[src/rtl/seq_pkg.sv]
package seq_pkg;

  localparam int OP_W = 4;

  typedef enum logic [1:0] {
    PH_FETCH = 2'b00,
    PH_IND   = 2'b01,
    PH_EXEC  = 2'b10,
    PH_INT   = 2'b11
  } phase_e;

  localparam logic [OP_W-1:0] OP_LOAD  = 4'h1;
  localparam logic [OP_W-1:0] OP_STORE = 4'h2;
  localparam logic [OP_W-1:0] OP_ADD   = 4'h3;
  localparam logic [OP_W-1:0] OP_ISZ   = 4'h4;
  localparam logic [OP_W-1:0] OP_JMP   = 4'h5;
  localparam logic [OP_W-1:0] OP_HALT  = 4'hF;

  // one bit per register transfer issued in a step
  typedef struct packed {
    logic mar_from_pc;
    logic mar_from_ir;
    logic mar_from_save;
    logic mbr_from_mem;
    logic mbr_from_acc;
    logic mbr_from_pc;
    logic mbr_inc;
    logic ir_from_mbr;
    logic ir_addr_from_mbr;
    logic acc_from_mbr;
    logic acc_add_mbr;
    logic pc_inc;
    logic pc_skip_zero;
    logic pc_from_ir;
    logic pc_from_handler;
    logic mem_write;
  } uop_t;

  function automatic logic refs_memory(input logic [OP_W-1:0] op);
    return (op >= OP_LOAD) && (op <= OP_JMP);
  endfunction

endpackage

[src/rtl/seq_control.sv]
module seq_control
  import seq_pkg::*;
#(
  parameter int STEP_W = 2
) (
  input  logic              clk,
  input  logic              rst_n,
  input  logic [OP_W-1:0]   ir_op,
  input  logic [OP_W-1:0]   mbr_op,
  input  logic              mbr_ind,
  input  logic              irq,
  input  logic              irq_en,
  output phase_e            phase_q,
  output logic [STEP_W-1:0] step_q,
  output logic              halted_q,
  output uop_t              uop
);

  localparam logic [STEP_W-1:0] S0 = STEP_W'(0);
  localparam logic [STEP_W-1:0] S1 = STEP_W'(1);
  localparam logic [STEP_W-1:0] S2 = STEP_W'(2);
  localparam logic [STEP_W-1:0] S3 = STEP_W'(3);

  logic   last_step;
  logic   halt_set;
  phase_e phase_d;
  logic [STEP_W-1:0] step_d;
  logic   seq_en;

  always_comb begin
    uop       = '0;
    last_step = 1'b0;
    halt_set  = 1'b0;
    phase_d   = phase_q;
    unique case (phase_q)
      PH_FETCH: begin
        unique case (step_q)
          S0:      uop.mar_from_pc = 1'b1;
          S1: begin
            uop.mbr_from_mem = 1'b1;
            uop.pc_inc       = 1'b1;
          end
          default: begin
            uop.ir_from_mbr = 1'b1;
            last_step       = 1'b1;
          end
        endcase
        phase_d = (mbr_ind && refs_memory(mbr_op)) ? PH_IND : PH_EXEC;
      end
      PH_IND: begin
        unique case (step_q)
          S0:      uop.mar_from_ir = 1'b1;
          S1:      uop.mbr_from_mem = 1'b1;
          default: begin
            uop.ir_addr_from_mbr = 1'b1;
            last_step            = 1'b1;
          end
        endcase
        phase_d = PH_EXEC;
      end
      PH_EXEC: begin
        phase_d = (irq && irq_en) ? PH_INT : PH_FETCH;
        unique case (ir_op)
          OP_LOAD, OP_ADD: begin
            unique case (step_q)
              S0:      uop.mar_from_ir = 1'b1;
              S1:      uop.mbr_from_mem = 1'b1;
              default: begin
                uop.acc_from_mbr = (ir_op == OP_LOAD);
                uop.acc_add_mbr  = (ir_op == OP_ADD);
                last_step        = 1'b1;
              end
            endcase
          end
          OP_STORE: begin
            if (step_q == S0) begin
              uop.mar_from_ir  = 1'b1;
              uop.mbr_from_acc = 1'b1;
            end else begin
              uop.mem_write = 1'b1;
              last_step     = 1'b1;
            end
          end
          OP_ISZ: begin
            unique case (step_q)
              S0: uop.mar_from_ir = 1'b1;
              S1: uop.mbr_from_mem = 1'b1;
              S2: uop.mbr_inc = 1'b1;
              S3: begin
                uop.mem_write    = 1'b1;
                uop.pc_skip_zero = 1'b1;
                last_step        = 1'b1;
              end
              default: last_step = 1'b1;
            endcase
          end
          OP_JMP: begin
            uop.pc_from_ir = 1'b1;
            last_step      = 1'b1;
          end
          OP_HALT: halt_set = 1'b1;
          default: last_step = 1'b1;
        endcase
      end
      default: begin
        unique case (step_q)
          S0:      uop.mbr_from_pc = 1'b1;
          S1: begin
            uop.mar_from_save   = 1'b1;
            uop.pc_from_handler = 1'b1;
          end
          default: begin
            uop.mem_write = 1'b1;
            last_step     = 1'b1;
          end
        endcase
        phase_d = PH_FETCH;
      end
    endcase
  end

  assign seq_en = !halted_q && !halt_set;
  assign step_d = last_step ? S0 : step_q + S1;

  always_ff @(posedge clk or negedge rst_n) begin
    if (!rst_n) begin
      phase_q  <= PH_FETCH;
      step_q   <= S0;
      halted_q <= 1'b0;
    end else begin
      if (halt_set) halted_q <= 1'b1;
      if (seq_en) begin
        step_q <= step_d;
        if (last_step) phase_q <= phase_d;
      end
    end
  end

endmodule

[src/rtl/seq_datapath.sv]
module seq_datapath
  import seq_pkg::*;
#(
  parameter int AW = 11,
  parameter int DW = AW + OP_W + 1,
  parameter logic [AW-1:0] SAVE_ADDR    = '0,
  parameter logic [AW-1:0] HANDLER_ADDR = '0
) (
  input  logic            clk,
  input  logic            rst_n,
  input  uop_t            uop,
  input  logic [DW-1:0]   mem_rdata,
  output logic [AW-1:0]   mem_addr,
  output logic [DW-1:0]   mem_wdata,
  output logic            mem_rd,
  output logic            mem_wr,
  output logic [OP_W-1:0] ir_op,
  output logic [OP_W-1:0] mbr_op,
  output logic            mbr_ind,
  output logic [AW-1:0]   pc_q,
  output logic [DW-1:0]   acc_q
);

  localparam int IND_BIT = AW;

  logic [AW-1:0] mar_q, mar_d, pc_d;
  logic [DW-1:0] mbr_q, mbr_d, ir_q, ir_d, acc_d;
  logic          mar_en, mbr_en, ir_en, acc_en, pc_en;
  logic          skip_now;

  always_comb begin
    mar_en = uop.mar_from_pc | uop.mar_from_ir | uop.mar_from_save;
    if (uop.mar_from_pc)      mar_d = pc_q;
    else if (uop.mar_from_ir) mar_d = ir_q[AW-1:0];
    else                      mar_d = SAVE_ADDR;

    mbr_en = uop.mbr_from_mem | uop.mbr_from_acc | uop.mbr_from_pc | uop.mbr_inc;
    if (uop.mbr_from_mem)      mbr_d = mem_rdata;
    else if (uop.mbr_from_acc) mbr_d = acc_q;
    else if (uop.mbr_from_pc)  mbr_d = {{(DW-AW){1'b0}}, pc_q};
    else                       mbr_d = mbr_q + DW'(1);

    ir_en = uop.ir_from_mbr | uop.ir_addr_from_mbr;
    ir_d  = uop.ir_from_mbr ? mbr_q : {ir_q[DW-1:AW], mbr_q[AW-1:0]};

    acc_en = uop.acc_from_mbr | uop.acc_add_mbr;
    acc_d  = uop.acc_from_mbr ? mbr_q : acc_q + mbr_q;

    skip_now = uop.pc_skip_zero && (mbr_q == '0);
    pc_en    = uop.pc_inc | skip_now | uop.pc_from_ir | uop.pc_from_handler;
    if (uop.pc_from_ir)           pc_d = ir_q[AW-1:0];
    else if (uop.pc_from_handler) pc_d = HANDLER_ADDR;
    else                          pc_d = pc_q + AW'(1);
  end

  always_ff @(posedge clk or negedge rst_n) begin
    if (!rst_n) begin
      mar_q <= '0;
      mbr_q <= '0;
      ir_q  <= '0;
      acc_q <= '0;
      pc_q  <= '0;
    end else begin
      if (mar_en) mar_q <= mar_d;
      if (mbr_en) mbr_q <= mbr_d;
      if (ir_en)  ir_q  <= ir_d;
      if (acc_en) acc_q <= acc_d;
      if (pc_en)  pc_q  <= pc_d;
    end
  end

  assign mem_addr  = mar_q;
  assign mem_wdata = mbr_q;
  assign mem_rd    = uop.mbr_from_mem;
  assign mem_wr    = uop.mem_write;
  assign ir_op     = ir_q[DW-1 -: OP_W];
  assign mbr_op    = mbr_q[DW-1 -: OP_W];
  assign mbr_ind   = mbr_q[IND_BIT];

endmodule

[src/rtl/instr_cycle_seq.sv]
module instr_cycle_seq
  import seq_pkg::*;
#(
  parameter int ADDR_W = 11,
  parameter logic [ADDR_W-1:0] SAVE_ADDR    = 11'h030,
  parameter logic [ADDR_W-1:0] HANDLER_ADDR = 11'h020
) (
  input  logic                      clk,
  input  logic                      rst_n,
  output logic [ADDR_W-1:0]         mem_addr,
  output logic                      mem_rd,
  output logic                      mem_wr,
  output logic [ADDR_W+OP_W:0]      mem_wdata,
  input  logic [ADDR_W+OP_W:0]      mem_rdata,
  input  logic                      irq,
  input  logic                      irq_en,
  output logic [1:0]                phase,
  output logic [ADDR_W-1:0]         pc,
  output logic [ADDR_W+OP_W:0]      acc,
  output logic                      halted
);

  localparam int DATA_W = ADDR_W + OP_W + 1;
  localparam int STEP_W = 2;

  uop_t              uop;
  phase_e            phase_q;
  logic [STEP_W-1:0] step_q;
  logic [OP_W-1:0]   ir_op, mbr_op;
  logic              mbr_ind;

  seq_control #(.STEP_W(STEP_W)) u_ctl (
    .clk      (clk),
    .rst_n    (rst_n),
    .ir_op    (ir_op),
    .mbr_op   (mbr_op),
    .mbr_ind  (mbr_ind),
    .irq      (irq),
    .irq_en   (irq_en),
    .phase_q  (phase_q),
    .step_q   (step_q),
    .halted_q (halted),
    .uop      (uop)
  );

  seq_datapath #(
    .AW           (ADDR_W),
    .DW           (DATA_W),
    .SAVE_ADDR    (SAVE_ADDR),
    .HANDLER_ADDR (HANDLER_ADDR)
  ) u_dp (
    .clk       (clk),
    .rst_n     (rst_n),
    .uop       (uop),
    .mem_rdata (mem_rdata),
    .mem_addr  (mem_addr),
    .mem_wdata (mem_wdata),
    .mem_rd    (mem_rd),
    .mem_wr    (mem_wr),
    .ir_op     (ir_op),
    .mbr_op    (mbr_op),
    .mbr_ind   (mbr_ind),
    .pc_q      (pc),
    .acc_q     (acc)
  );

  assign phase = phase_q;

endmodule

[config.mk]
export PLATFORM = sky130hd
export DESIGN_NAME = instr_cycle_seq
export DESIGN_NICKNAME = d
export VERILOG_FILES = /design/src/rtl/seq_pkg.sv /design/src/rtl/seq_control.sv /design/src/rtl/seq_datapath.sv /design/src/rtl/instr_cycle_seq.sv
export SDC_FILE = /design/constraint.sdc
export NUM_CORES = 1
export LEC_CHECK = 0
export BUFFER_PORTS_ARGS = -buffer_cell sky130_fd_sc_hd__clkbuf_2
export CAP_MARGIN = 20
export CORE_AREA = 2 2 89 155
export CTS_CLUSTER_DIAMETER = 60
export DETAILED_ROUTE_END_ITERATION = 8
export DIE_AREA = 0 0 91 157
export HOLD_SLACK_MARGIN = 0.06
export PLACE_DENSITY = 0.57
export SLEW_MARGIN = 10
export SYNTH_ARGS = -nofsm -noshare
export SYNTH_HDL_FRONTEND = slang
export SYNTH_SLANG_ARGS = --single-unit
[constraint.sdc]
create_clock -name clk -period 2.85 [get_ports clk]
set_input_delay 0.4275 -clock clk [delete_from_list [all_inputs] [get_ports clk]]
set_output_delay 0.4275 -clock clk [all_outputs]
set_load 0.03 [all_outputs]
* Word-level counts from Yosys, hierarchy flattened
Index checks and enable logic that the tools add are counted.
** Word-level totals
- Register bits after elaboration :: 75
- Input bits :: 20
** Cells by class
- Magnitude comparators :: 2
- Equal/unequal tests :: 11
- Reduce and logical (&&, ||, !) cells :: 18
- Add/subtract/negate cells :: 4
- Multiplexer cells :: 44
- Bitwise gates (word level) :: 10
** Operators by type and width (number)
- 16-bit 2-to-1 mux :: 4
- 11-bit 2-to-1 mux :: 4
- 1-bit 2-to-1 mux :: 23
- 16-bit by 1-bit adder with 16-bit output, second input constant :: 1
- 16-bit adder :: 1
- 16-bit logical NOT :: 1
- 2-bit 2-to-1 mux :: 7
- 11-bit by 1-bit adder with 11-bit output, second input constant :: 1
- 1-bit OR :: 10
- 4-bit by 2-bit equality test with 1-bit output, second input constant :: 2
- 4-bit by 3-bit equality test with 1-bit output, second input constant :: 2
- 1-bit case mux with 2 select lines :: 4
- 2-bit equality test, second input constant :: 3
- 2-bit case mux with 3 select lines :: 1
- 2-bit OR reduction :: 3
- 3-bit OR reduction :: 2
- 1-bit logical AND :: 5
- 2-bit by 1-bit equality test with 1-bit output, second input constant :: 2
- 4-bit by 1-bit equality test with 1-bit output, second input constant :: 1
- 4-bit equality test, second input constant :: 1
- 4-bit by 1-bit greater-or-equal comparator with 1-bit output, second input constant :: 1
- 4-bit by 3-bit <= comparator with 1-bit output, second input constant :: 1
- 2-bit logical NOT :: 2
- 1-bit case mux with 4 select lines :: 1
- 4 further kinds :: 6

* Logic depth before layout (Yosys ltp)
Gate-level depths: netlist of the first run.
- Word-level depth :: 8
- Mapped depth :: 12

* Cells and area by module
Synthesis of the first run repeated with hierarchy kept, for this count alone.
** Second synthesis, totals
- Cell total of the unflattened synthesis :: 587
- Area total of the unflattened synthesis :: 5156.2 µm²
** Modules (own cells, without submodules)
- seq_datapath :: times used 1, area an instance 4536.9 µm², cells an instance 506, seq. area each 1726.7 µm²
- seq_control :: times used 1, area an instance 619.3 µm², cells an instance 81, seq. area each 125.1 µm²

* Worst setup path before layout of the first run
OpenSTA, ideal clock, no wires.
- Path kind :: register -> register
- Start :: register u_dp.mbr_q[6] (netlist: u_dp.mem_wdata[6])
- End :: register u_dp.acc_q[15]
- Data required time :: 2.764 ns
- Path slack :: 0.409 ns
- Arrival :: 2.355 ns
- Cell stages (with the launch flop) :: 8
- Path buffers :: 0
- Period minus slack after synthesis :: 2.441 ns
- Cell sequence :: dfrtp_1 -> ha_1 -> nand2_1 -> a2111oi_0 -> o31a_1 -> o22a_1 -> mux2_2 -> a32oi_1
** Between the ends
- Cells in the longest elaborated chain, start to end :: 2
** RTL lines
- start, declared :: RTL line seq_datapath.sv:27 : logic [DW-1:0] mbr_q, mbr_d, ir_q, ir_d, acc_d;
- start signal, assigned :: RTL line seq_datapath.sv:65 : if (mbr_en) mbr_q <= mbr_d;
- 16-bit adder :: RTL line seq_datapath.sv:47 : acc_d = uop.acc_from_mbr ? mbr_q : acc_q + mbr_q;
- 16-bit 2-to-1 mux :: RTL line seq_datapath.sv:47
- end signal, assigned :: RTL line seq_datapath.sv:61 : acc_q <= '0;
- end signal, assigned :: RTL line seq_datapath.sv:67 : if (acc_en) acc_q <= acc_d;
- end, declared :: RTL line seq_datapath.sv:21 : output logic [DW-1:0] acc_q
Every way passes these cells.
A chain may end at the register's enable or synchronous reset.

* Final worst setup path of the first run
- Start :: register u_ctl.phase_q[0]
- End :: output port mem_rd
** Between the ends
- Cells in the longest elaborated chain, start to end :: 3
- Elaborated cells between the ends (all ways) :: 5
- Those cells by class :: eq/ne (2); mux (1); reduce/logical (2)
** RTL lines
- start, declared :: RTL line seq_control.sv:13 : output phase_e phase_q,
- start signal, assigned :: RTL line seq_control.sv:134 : if (last_step) phase_q <= phase_d;
- 2-bit by 1-bit equality test with 1-bit output / 2-bit logical NOT (equally long branches) :: RTL line seq_control.sv:35 : unique case (phase_q)
- 2-bit OR reduction (no line)
- 1-bit case mux with 2 select lines (*) :: RTL line seq_control.sv:35
- end, declared :: RTL line instr_cycle_seq.sv:11 : output logic mem_rd,
Every way passes the cells marked *; elsewhere a longest branch is shown, timed or not.

==> metrics.md, run 1 <==
| Metric | Value |
|---|---|
| Worst EP arrival | `2.28 ns` |
| Die area | `14300 sq um` |
| Core outline area | `12900 sq um` |
| Worst r2r dst | `u_dp.acc_q[15]` |
| Clock-pin slew on the worst setup and hold paths | `0.06 ns` |
| Remaining DRCs | `0` |
| Final Hold Fails | `0` |
| Hold Path Class | `primary input to flop` |
| Tmin final | `2.71 ns` |
| Period utilisation layout | `0.951` |
| Clock skew | `0.0106 ns` |
| DIE HEIGHT | `157 um` |
| NetSw | `3900 uW` |
| Avg WL per Cell | `18.1 um` |
| Post-synth top flop | `dfrtp_1` |
| Total GRT Usage | `0.217` |
| CTS tree | `done` |
| Routed Antenna Nets | `0` |
| FP Rows | `55` |
| Final #Nets | `715` |
| WP depth | `7` |
| Final Slew Violations | `0` |
| Total CTS buffers | `9` |
| #FFs+latches synth | `74` |
| Placed cell area | `5730 sq um` |
| Mapped Cells | `590` |
| R2r worst-path depth | `7` |
| Layout Cells excl Fill | `844` |
| Mapped Area | `5130 sq um` |
| PD cells | `1300 nW/um^2` |
| Most frequent cells after synthesis | `dfrtp_1 (74), nand2_1 (66), o21ai_0 (49)` |
| Ant. Diodes | `0` |
| Vias in the first global route | `4783` |
| Logic pwr share | `0.591` |
| I/O pins | `79` |
| Sequential element share of the synthesized area | `0.361` |
| Avg Vias per Cell | `5.65` |
| DRT Pass-1 Iters | `4` |
| Most numerous cell in the Yosys netlist | `dfrtp_1` |
| Longest Clk Path Bufs | `2` |
| Hold Path Stages | `3` |
| Initial core utilization | `0.396` |
| Slowest cell on the critical path | `dfrtp_1` |
| Ys Warns | `0` |
| Clock root buffer | `clkbuf_16` |
| First DRT Iteration DRCs | `227` |
| Setup TNS | `0 ns` |
| Worst setup path start | `u_ctl.phase_q[0]` |
| Cells after DPL | `826` |
| Max frequency | `369 MHz` |
| DRT Wirelength | `15300 um` |
| Sw Share | `0.493` |
| Largest net degree at the start of global routing | `75` |
| Max VDD drop | `0.000572 V` |
| GP Congestion | `0.902` |
| Post-synth net total | `637` |
| Max_slew headroom | `0.579` |
| Area Overhead vs Synth | `18.7%` |
| Distinct cells, synth | `65` |
| Crit end category | `primary output` |
| Number of I/O port buffers | `78` |
| Width of the die | `91 um` |
| CP Launch Type | `flop` |
| Initial antenna violation count | `0` |
| DR vias | `4771` |
| Critical Path End | `mem_rd` |
| FILL cells | `1351` |
| RSZ-0062 raised after global routing | `no` |
| FF-to-FF setup slack | `0.24 ns` |
| Lkg Pwr | `0.00281 uW` |
| EDFF count, synth | `0` |
| GRT overflow | `0` |
| Hpwl dp | `11500 um` |
| Clock latency on the worst-skew pair | `0.34 ns` |
| CP max stage delay | `0.42 ns` |
| Global-route wire length before repair | `24800 um` |
| Area share of the largest cell type after synthesis | `0.361` |
| RR Startpoint | `u_dp.acc_q[2]` |
| Status | `finished clean` |
| Clock share of power | `0.161` |
| Syn Area/Cell | `8.69 sq um` |
| Max_cap viols | `0` |
| CP max FO | `12` |
| P_int | `4000 uW` |
| Synth area leader | `dfrtp_1` |
| Post-CTS Setup Inserts | `0` |
| Async SR Flop Fraction | `1.00` |
| Buf/Inv on CP | `3` |
| Final Hold Slack | `0.385 ns` |
| CP Data Required Time | `2.42 ns` |
| Setup-failing EPs final | `0` |
| CP delay by family, top | `buffers and inverters` |
| CP Class | `flop to primary output` |
| Seq pwr share | `0.248` |
| Synth top area cells | `dfrtp_1 (36%), ha_1 (6.3%), nand2_1 (4.8%)` |
| Max H-tree Level | `3` |
| Worst slew pin tran | `0.632 ns` |
| Most used cell, CP | `a21o_1` |
| Share of layout cells above drive strength 1 | `0.218` |
| Fin area | `6090 sq um` |
| CTS sink cnt | `74` |
| CP cell instances | `inv_1, ha_1, nand2b_1, a21o_1, a21o_1, inv_2, clkbuf_2` |
[registers in the layout, indices dropped and copies added (netlist names)]
signal and count:
u_dp.mem_addr 11, u_ctl.step_q 2, u_dp.ir_q 15, u_dp.acc_q 16
u_ctl.phase_q 2, u_dp.pc_q 11, u_dp.mem_wdata 16, u_ctl.halted_q 1
[power by group through the flow]
stage	Sequential (uW)	Combinational, uW	Clock (uW)
after floorplan	2490	2840	0
after global placement	1950	4580	0
after detailed placement	1980	4660	0
after CTS	1960	4690	1300
after global routing	2030	5130	1340
final	1960	4670	1270
[area by class of cell]
class,instances,area (sq um),area share
Tap cell,171,214,0.0351
Sequential cell,74,1850,0.304
Clock buffer,9,225,0.0370
Inverter,21,78.8,0.0129
Timing Repair Buffer,103,603,0.0991
Multi-Input combinational cell,459,3020,0.495
Clock inverter,7,98.8,0.0162
[cells in the final DEF, fill, tap and decap left out, types with 8 or more instances in the layout]
cell and count:
mux2_2 16, o21ai_0 49, nor3_1 19, xor2_1 12, clkbuf_16 9, a211oi_1 12, a221o_1 9, dfrtp_1 74
and3_1 22, a21o_1 8, ha_1 26, a31oi_1 8, nand3_1 19, nand2_1 66, clkbuf_2 77, a21oi_1 34
nor2_1 46, inv_1 20, buf_4 24, nor3b_1 9, mux2i_1 10
[cells by family (layout without fill, tap and decap cells)]
kind of cell / Yosys count / count (layout) / share of synthesized area
flip-flops: 74 / 74 / 0.361
multiplexers: 26 / 26 / 0.0546
AO/OA/AOI/OAI: 172 / 172 / 0.224
adder cells (fa/ha/maj): 27 / 27 / 0.0673
AND/OR/NAND/NOR: 215 / 215 / 0.208
buffers and inverters: 57 / 140 / 0.0522
XOR/XNOR: 19 / 19 / 0.0324
[timing repair]
item / in CTS / in global routing
hold buffers: 0 / 1
hold endpoints to repair: 0 / 18
gates resized for setup: 0 / 1
endpoints found under the setup margin: 0 / 1
[worst min path at each step]
stage | from | to
finish | mem_rdata[1] | u_dp.mem_wdata[1]
detailed placement | u_dp.mem_addr[3] | u_dp.mem_addr[3]
CTS | rst_n | u_dp.mem_addr[4]
global placement | u_dp.mem_addr[7] | u_dp.mem_addr[7]
global route | mem_rdata[0] | u_dp.mem_wdata[0]
floorplan | rst_n | u_ctl.halted_q
[per-layer routing]
| layer | vias to the layer above | routed length, um | track usage |
|---|---|---|---|
| met2 | 106 | 8130 | 0.406 |
| li1 | 2317 | - | - |
| met1 | 2317 | 6260 | 0.251 |
| met5 | - | 0 | 0 |
| met4 | 0 | 416 | 0.0815 |
| met3 | 31 | 454 | 0.0249 |
[stage by stage]
| step | power [uW] | utilization | worst slack [ns] |
|---|---|---|---|
| after CTS | 7950 | 0.468 | 0.145 |
| after global placement | 6540 | 0.443 | 0.226 |
| after detailed placement | 6640 | 0.443 | 0.165 |
| after global routing | 8500 | 0.471 | 0.0117 |
| after floorplan | 5330 | - | 0.409 |
| final | 7900 | 0.471 | 0.141 |
[tightest hold or removal path: stages]
cell and delay [ns]:
clkbuf_2 0.08, nand2_1 0.08, a31oi_1 0.09
Note: power is estimated with default switching activity, not from simulation.
==> run 2, diff against run 1 <==
Settings changed: CTS_CLUSTER_DIAMETER 60 to unset, PLACE_DENSITY 0.57 to 0.59.
Clock period 2.85 ns to 2.4 ns, I/O delays scaled along.
==> metrics.md, run 2 (synthesis results as in run 1) <==
| Metric | Value |
|---|---|
| Status | `finished clean` |
| Initial antenna violation count | `0` |
| Placed cell area | `5900 sq um` |
| DIE HEIGHT | `157 um` |
| Crit end category | `primary output` |
| CTS sink cnt | `74` |
| I/O pins | `79` |
| CTS tree | `done` |
| Hpwl dp | `12000 um` |
| Initial core utilization | `0.396` |
| FILL cells | `1289` |
| Worst setup margin | `0.0701 ns` |
| Post-Route Utilization | `0.492` |
| Slowest cell on the critical path | `dfrtp_2` |
| Vias in the first global route | `5069` |
| DR vias | `4909` |
| Clock root buffer | `clkbuf_16` |
| FP Rows | `55` |
| Max VDD drop | `0.000750 V` |
| Setup-failing EPs final | `0` |
| Largest net degree at the start of global routing | `39` |
| Routed Antenna Nets | `0` |
| CP Launch Type | `flop` |
| Final #Nets | `739` |
| Lkg Pwr | `0.00293 uW` |
| Max_cap viols | `0` |
| Core outline area | `12900 sq um` |
| Clock latency on the worst-skew pair | `0.34 ns` |
| CP cell instances | `inv_1, ha_2, nand2b_1, a21o_1, a21o_4, inv_4, clkbuf_4` |
| Number of I/O port buffers | `78` |
| Buf/Inv on CP | `3` |
| GRT overflow | `0` |
| Clock-pin slew on the worst setup and hold paths | `0.06 ns` |
| Longest Clk Path Bufs | `2` |
| Hold Path Class | `primary input to flop` |
| PD cells | `1560 nW/um^2` |
| Total GRT Usage | `0.230` |
| RSZ-0062 raised after global routing | `yes` |
| Worst EP arrival | `1.97 ns` |
| Commonest cells after routing, fill and taps aside | `clkbuf_2 (75), dfrtp_1 (72), nand2_1 (65)` |
| Total CTS buffers | `9` |
| Fin area | `6370 sq um` |
| Max H-tree Level | `3` |
| Global-route wire length before repair | `25900 um` |
| Area Overhead vs Synth | `24.2%` |
| First DRT Iteration DRCs | `271` |
| DRT Wirelength | `16000 um` |
| Avg Vias per Cell | `5.66` |
| Remaining DRCs | `0` |
| Final Hold Fails | `0` |
| Worst slew pin tran | `0.573 ns` |
| Max_slew headroom | `0.618` |
| Share of layout cells above drive strength 1 | `0.270` |
| CP max FO | `10` |
| CP Class | `flop to primary output` |
| Tmin final | `2.33 ns` |
| Ant. Diodes | `0` |
| Avg WL per Cell | `18.5 um` |
| Final Slew Violations | `0` |
| Commonest non-fill, non-tap cell in the layout | `clkbuf_2` |
| Clock skew | `0.00838 ns` |
| Die area | `14300 sq um` |
| Period utilisation layout | `0.971` |
| Max frequency | `429 MHz` |
| GP Congestion | `0.906` |
| Dpl ws | `-0.137 ns` |
| CP max stage delay | `0.44 ns` |
| CP delay by family, top | `compound AO/OA/AOI/OAI gates` |
| DRT Pass-1 Iters | `4` |
| CP Data Required Time | `2.04 ns` |
| Width of the die | `91 um` |
==> run 2: cell count changes in the layout (fill, tap and decap cells not counted), sizes merged <==
cell	previous run	this run
clkbuf	86	87
inv	24	21
clkinv	1	0
clkinvlp	1	2
buf	25	50
==> run 2: report_power, final <==
group	switching [uW]	total (uW)	internal [uW]	leakage (uW)
combinational	3780	6160	2380	0.00186
clock	540	1500	962	0.000154
sequential	505	2270	1770	0.000914
==> run 2: layout make-up <==
class | count | area (sq um) | area share
well taps | 171 | 214 | 0.0336
multi-input cells | 459 | 3110 | 0.488
inverters | 21 | 81.3 | 0.0128
clock buffers | 11 | 253 | 0.0397
clock inverters | 4 | 75.1 | 0.0118
flip-flops and latches | 74 | 1850 | 0.291
repair buffers | 127 | 782 | 0.123
==> run 2: per-stage QoR <==
step | instances | hold WS [ns] | setup TNS (ns) | power (uW)
global placement | 847 | 0.387 | -0.0548 | 8000
finish | 867 | 0.291 | 0 | 9930
detailed placement | 847 | 0.397 | -0.157 | 8140
floorplan | 590 | 0.0644 | 0 | 6330
global route | 867 | 0.318 | -0.0125 | 10700
CTS | 864 | 0.286 | 0 | 9740
==> run 2: worst paths after layout <==
check                                       start           endpoint  slack (ns)  depth (start not counted)
worst max-delay path             u_ctl.phase_q[0]             mem_rd        0.07                          7
worst min-delay path                 mem_rdata[0]  u_dp.mem_wdata[0]        0.29                          3
worst max register to register  u_dp.mem_wdata[2]     u_dp.acc_q[11]        0.09                          8
worst min register to register   u_dp.mem_addr[9]   u_dp.mem_addr[9]        0.51                          1
max in group asynchronous                   rst_n      u_dp.acc_q[7]        1.18                          3
min in group asynchronous                   rst_n   u_dp.mem_addr[3]        0.56                          2
==> run 2: worst min-delay path, stage by stage <==
cell      delay [ns]
clkbuf_2        0.08
nand2_1         0.06
a31oi_1         0.08
==> run 2: timing repair <==
item / in CTS / in global routing
setup buffers: 1 / 3
resized for setup: 6 / 21
hold buffers: 1 / 0
endpoints found under the setup margin: 4 / 18
endpoints found under the hold margin: 36 / 0
pin swaps: 0 / 3
gates cloned: 0 / 0
==> run 2: routing by layer <==
metal  track usage  routed length, um  part of all wire  vias up
li1              -                  -                 -     2365
met1         0.249               6320              0.39     2372
met2         0.424               8460              0.53      130
met3        0.0306                483             0.030       42
met4         0.136                781             0.049        0
met5             0                  0                 0        -
==> run 3, diff against run 2 <==
Settings changed: CORE_AREA 2 2 89 155 to 2 2 79 137, DIE_AREA 0 0 91 157 to 0 0 81 139, PLACE_DENSITY 0.59 to 0.73.
==> metrics.md, run 3 (synthesis results as in run 1) <==
| Metric | Value |
|---|---|
| Hold Path Stages | `3` |
| Final Slew Violations | `0` |
| CTS tree | `done` |
| Max frequency | `429 MHz` |
| Multi-input gate area | `3090 sq um` |
| Clock skew | `0.00733 ns` |
| Initial antenna violation count | `0` |
| Placed cell area | `5820 sq um` |
| Ant. Diodes | `0` |
| Crit end category | `flop` |
| DRT Wirelength | `15300 um` |
| WP depth | `7` |
| Global-route wire length before repair | `24700 um` |
| Commonest non-fill, non-tap cell in the layout | `clkbuf_2` |
| DRT Pass-1 Iters | `5` |
| Total GRT Usage | `0.283` |
| Worst slew pin tran | `0.612 ns` |
| Final Hold Fails | `0` |
| Status | `finished clean` |
| PD cells | `1560 nW/um^2` |
| Commonest cells after routing, fill and taps aside | `clkbuf_2 (76), dfrtp_1 (72), nand2_1 (65)` |
| CP max FO | `4` |
| Longest Clk Path Bufs | `2` |
| Tmin final | `2.33 ns` |
| DR vias | `4998` |
| Cells after DPL | `799` |
| FILL cells | `956` |
| Max H-tree Level | `3` |
| Hpwl dp | `11200 um` |
| Setup-failing EPs final | `0` |
| Slowest cell on the critical path | `dfrtp_2` |
| Initial core utilization | `0.504` |
| Share of layout cells above drive strength 1 | `0.262` |
| P_int | `4900 uW` |
| Avg Vias per Cell | `6.11` |
| Avg WL per Cell | `18.7 um` |
| GRT overflow | `0` |
| CP cell instances | `ha_1, nand3_2, a2111oi_4, o31a_1, o22a_1, mux2_2, a32oi_1` |
| Remaining DRCs | `0` |
| I/O pins | `79` |
| CP delay by family, top | `compound AO/OA/AOI/OAI gates` |
| Routed Antenna Nets | `0` |
| Clock root buffer | `clkbuf_16` |
| Total CTS buffers | `9` |
| CP Data Required Time | `2.66 ns` |
| Period utilisation layout | `0.971` |
| CP max stage delay | `0.44 ns` |
| Clock share of power | `0.143` |
| DIE HEIGHT | `139 um` |
| Lkg Pwr | `0.00290 uW` |
| Max_cap viols | `0` |
| Seq pwr share | `0.236` |
| Die area | `11300 sq um` |
| R2r worst-path depth | `7` |
| CP Launch Type | `flop` |
| Dpl ws | `-0.0419 ns` |
| Core outline area | `10200 sq um` |
| First DRT Iteration DRCs | `220` |
| Clock latency on the worst-skew pair | `0.35 ns` |
| Post-Route Utilization | `0.612` |
| FP Rows | `49` |
| Max VDD drop | `0.000866 V` |
| NetSw | `4820 uW` |
| Worst EP arrival | `2.59 ns` |
| Logic pwr share | `0.621` |
| GP Congestion | `0.952` |
| Pwr Total | `9720 uW` |
| Number of I/O port buffers | `78` |
| Width of the die | `81 um` |
| CTS sink cnt | `74` |
| Vias in the first global route | `4978` |
| Sw Share | `0.496` |
| CP Class | `flop to flop` |
| Clock-pin slew on the worst setup and hold paths | `0.06 ns` |
| Layout Cells excl Fill | `818` |
| Fin area | `6230 sq um` |
| Largest net degree at the start of global routing | `44` |
| Buf/Inv on CP | `0` |
| Max_slew headroom | `0.589` |
| Hold Path Class | `primary input to flop` |
| Area Overhead vs Synth | `21.5%` |
| Final #Nets | `733` |
| Register area | `1850 sq um` |
| Worst setup margin | `0.0690 ns` |
-- run 3: cell count changes in the layout (fill, tap and decap cells not counted), moves of 2 or more --
cell,before,now
nor3_4,2,0
clkbuf_8,2,0
buf_4,47,40
clkinv_4,0,4
clkinvlp_4,2,0
nor3_2,1,3
-- run 3: area by class of cell --
type | instances | area share
Inverter | 21 | 0.0130
Clock inverter | 7 | 0.0126
Multi-Input combinational cell | 459 | 0.495
Clock buffer | 9 | 0.0361
Timing Repair Buffer | 121 | 0.120
Tap cell | 127 | 0.0255
Sequential cell | 74 | 0.297
-- run 3: repair_timing --
| action | in CTS | in global routing |
|---|---|---|
| endpoints found under the setup margin | 2 | 13 |
| buffers inserted | 1 | 1 |
| resized for setup | 4 | 18 |
| hold endpoints to repair | 41 | 0 |
| pin swaps | 0 | 3 |
| hold buffers | 1 | 0 |
-- run 3: worst paths after layout --
kind | from | to | slack, ns
setup / recovery | u_dp.mem_wdata[1] | u_dp.acc_q[15] | 0.07
hold / removal | mem_rdata[1] | u_dp.mem_wdata[1] | 0.32
setup reg to reg | u_dp.mem_wdata[1] | u_dp.acc_q[15] | 0.07
hold reg to reg | u_dp.mem_addr[3] | u_dp.mem_addr[3] | 0.51
max in group asynchronous | rst_n | u_dp.mem_wdata[2] | 1.24
min in group asynchronous | rst_n | u_dp.mem_addr[4] | 0.56
-- run 3: worst register-to-register path, stage by stage (launching register included) --
cell       delay (ns)
dfrtp_2          0.44
ha_1             0.33
nand3_2          0.11
a2111oi_4        0.39
o31a_1           0.28
o22a_1           0.19
mux2_2           0.34
a32oi_1          0.16
-- run 3: per-layer routing --
metal  GRT usage  up-vias  wire, um
met5           0        -         0
met4       0.186        0       869
met3      0.0358       56       720
met2       0.487      180      8040
met1       0.317     2404      5680
li1            -     2358         -
-- run 3: power by group through the flow --
stage / clock (uW) / sequential (uW) / combinational (uW)
finish: 1390 / 2300 / 6040
global placement: 0 / 2250 / 5600
CTS: 1400 / 2270 / 5830
global route: 1440 / 2370 / 6570
detailed placement: 0 / 2290 / 5750
floorplan: 0 / 2950 / 3380
-- run 3: stage by stage --
| stage | hold slack [ns] | setup TNS, ns |
|---|---|---|
| after global routing | 0.312 | -0.0340 |
| after global placement | 0.389 | 0 |
| after detailed placement | 0.402 | -0.0419 |
| after CTS | 0.307 | 0 |
| final | 0.318 | 0 |
| after floorplan | 0.0644 | 0 |
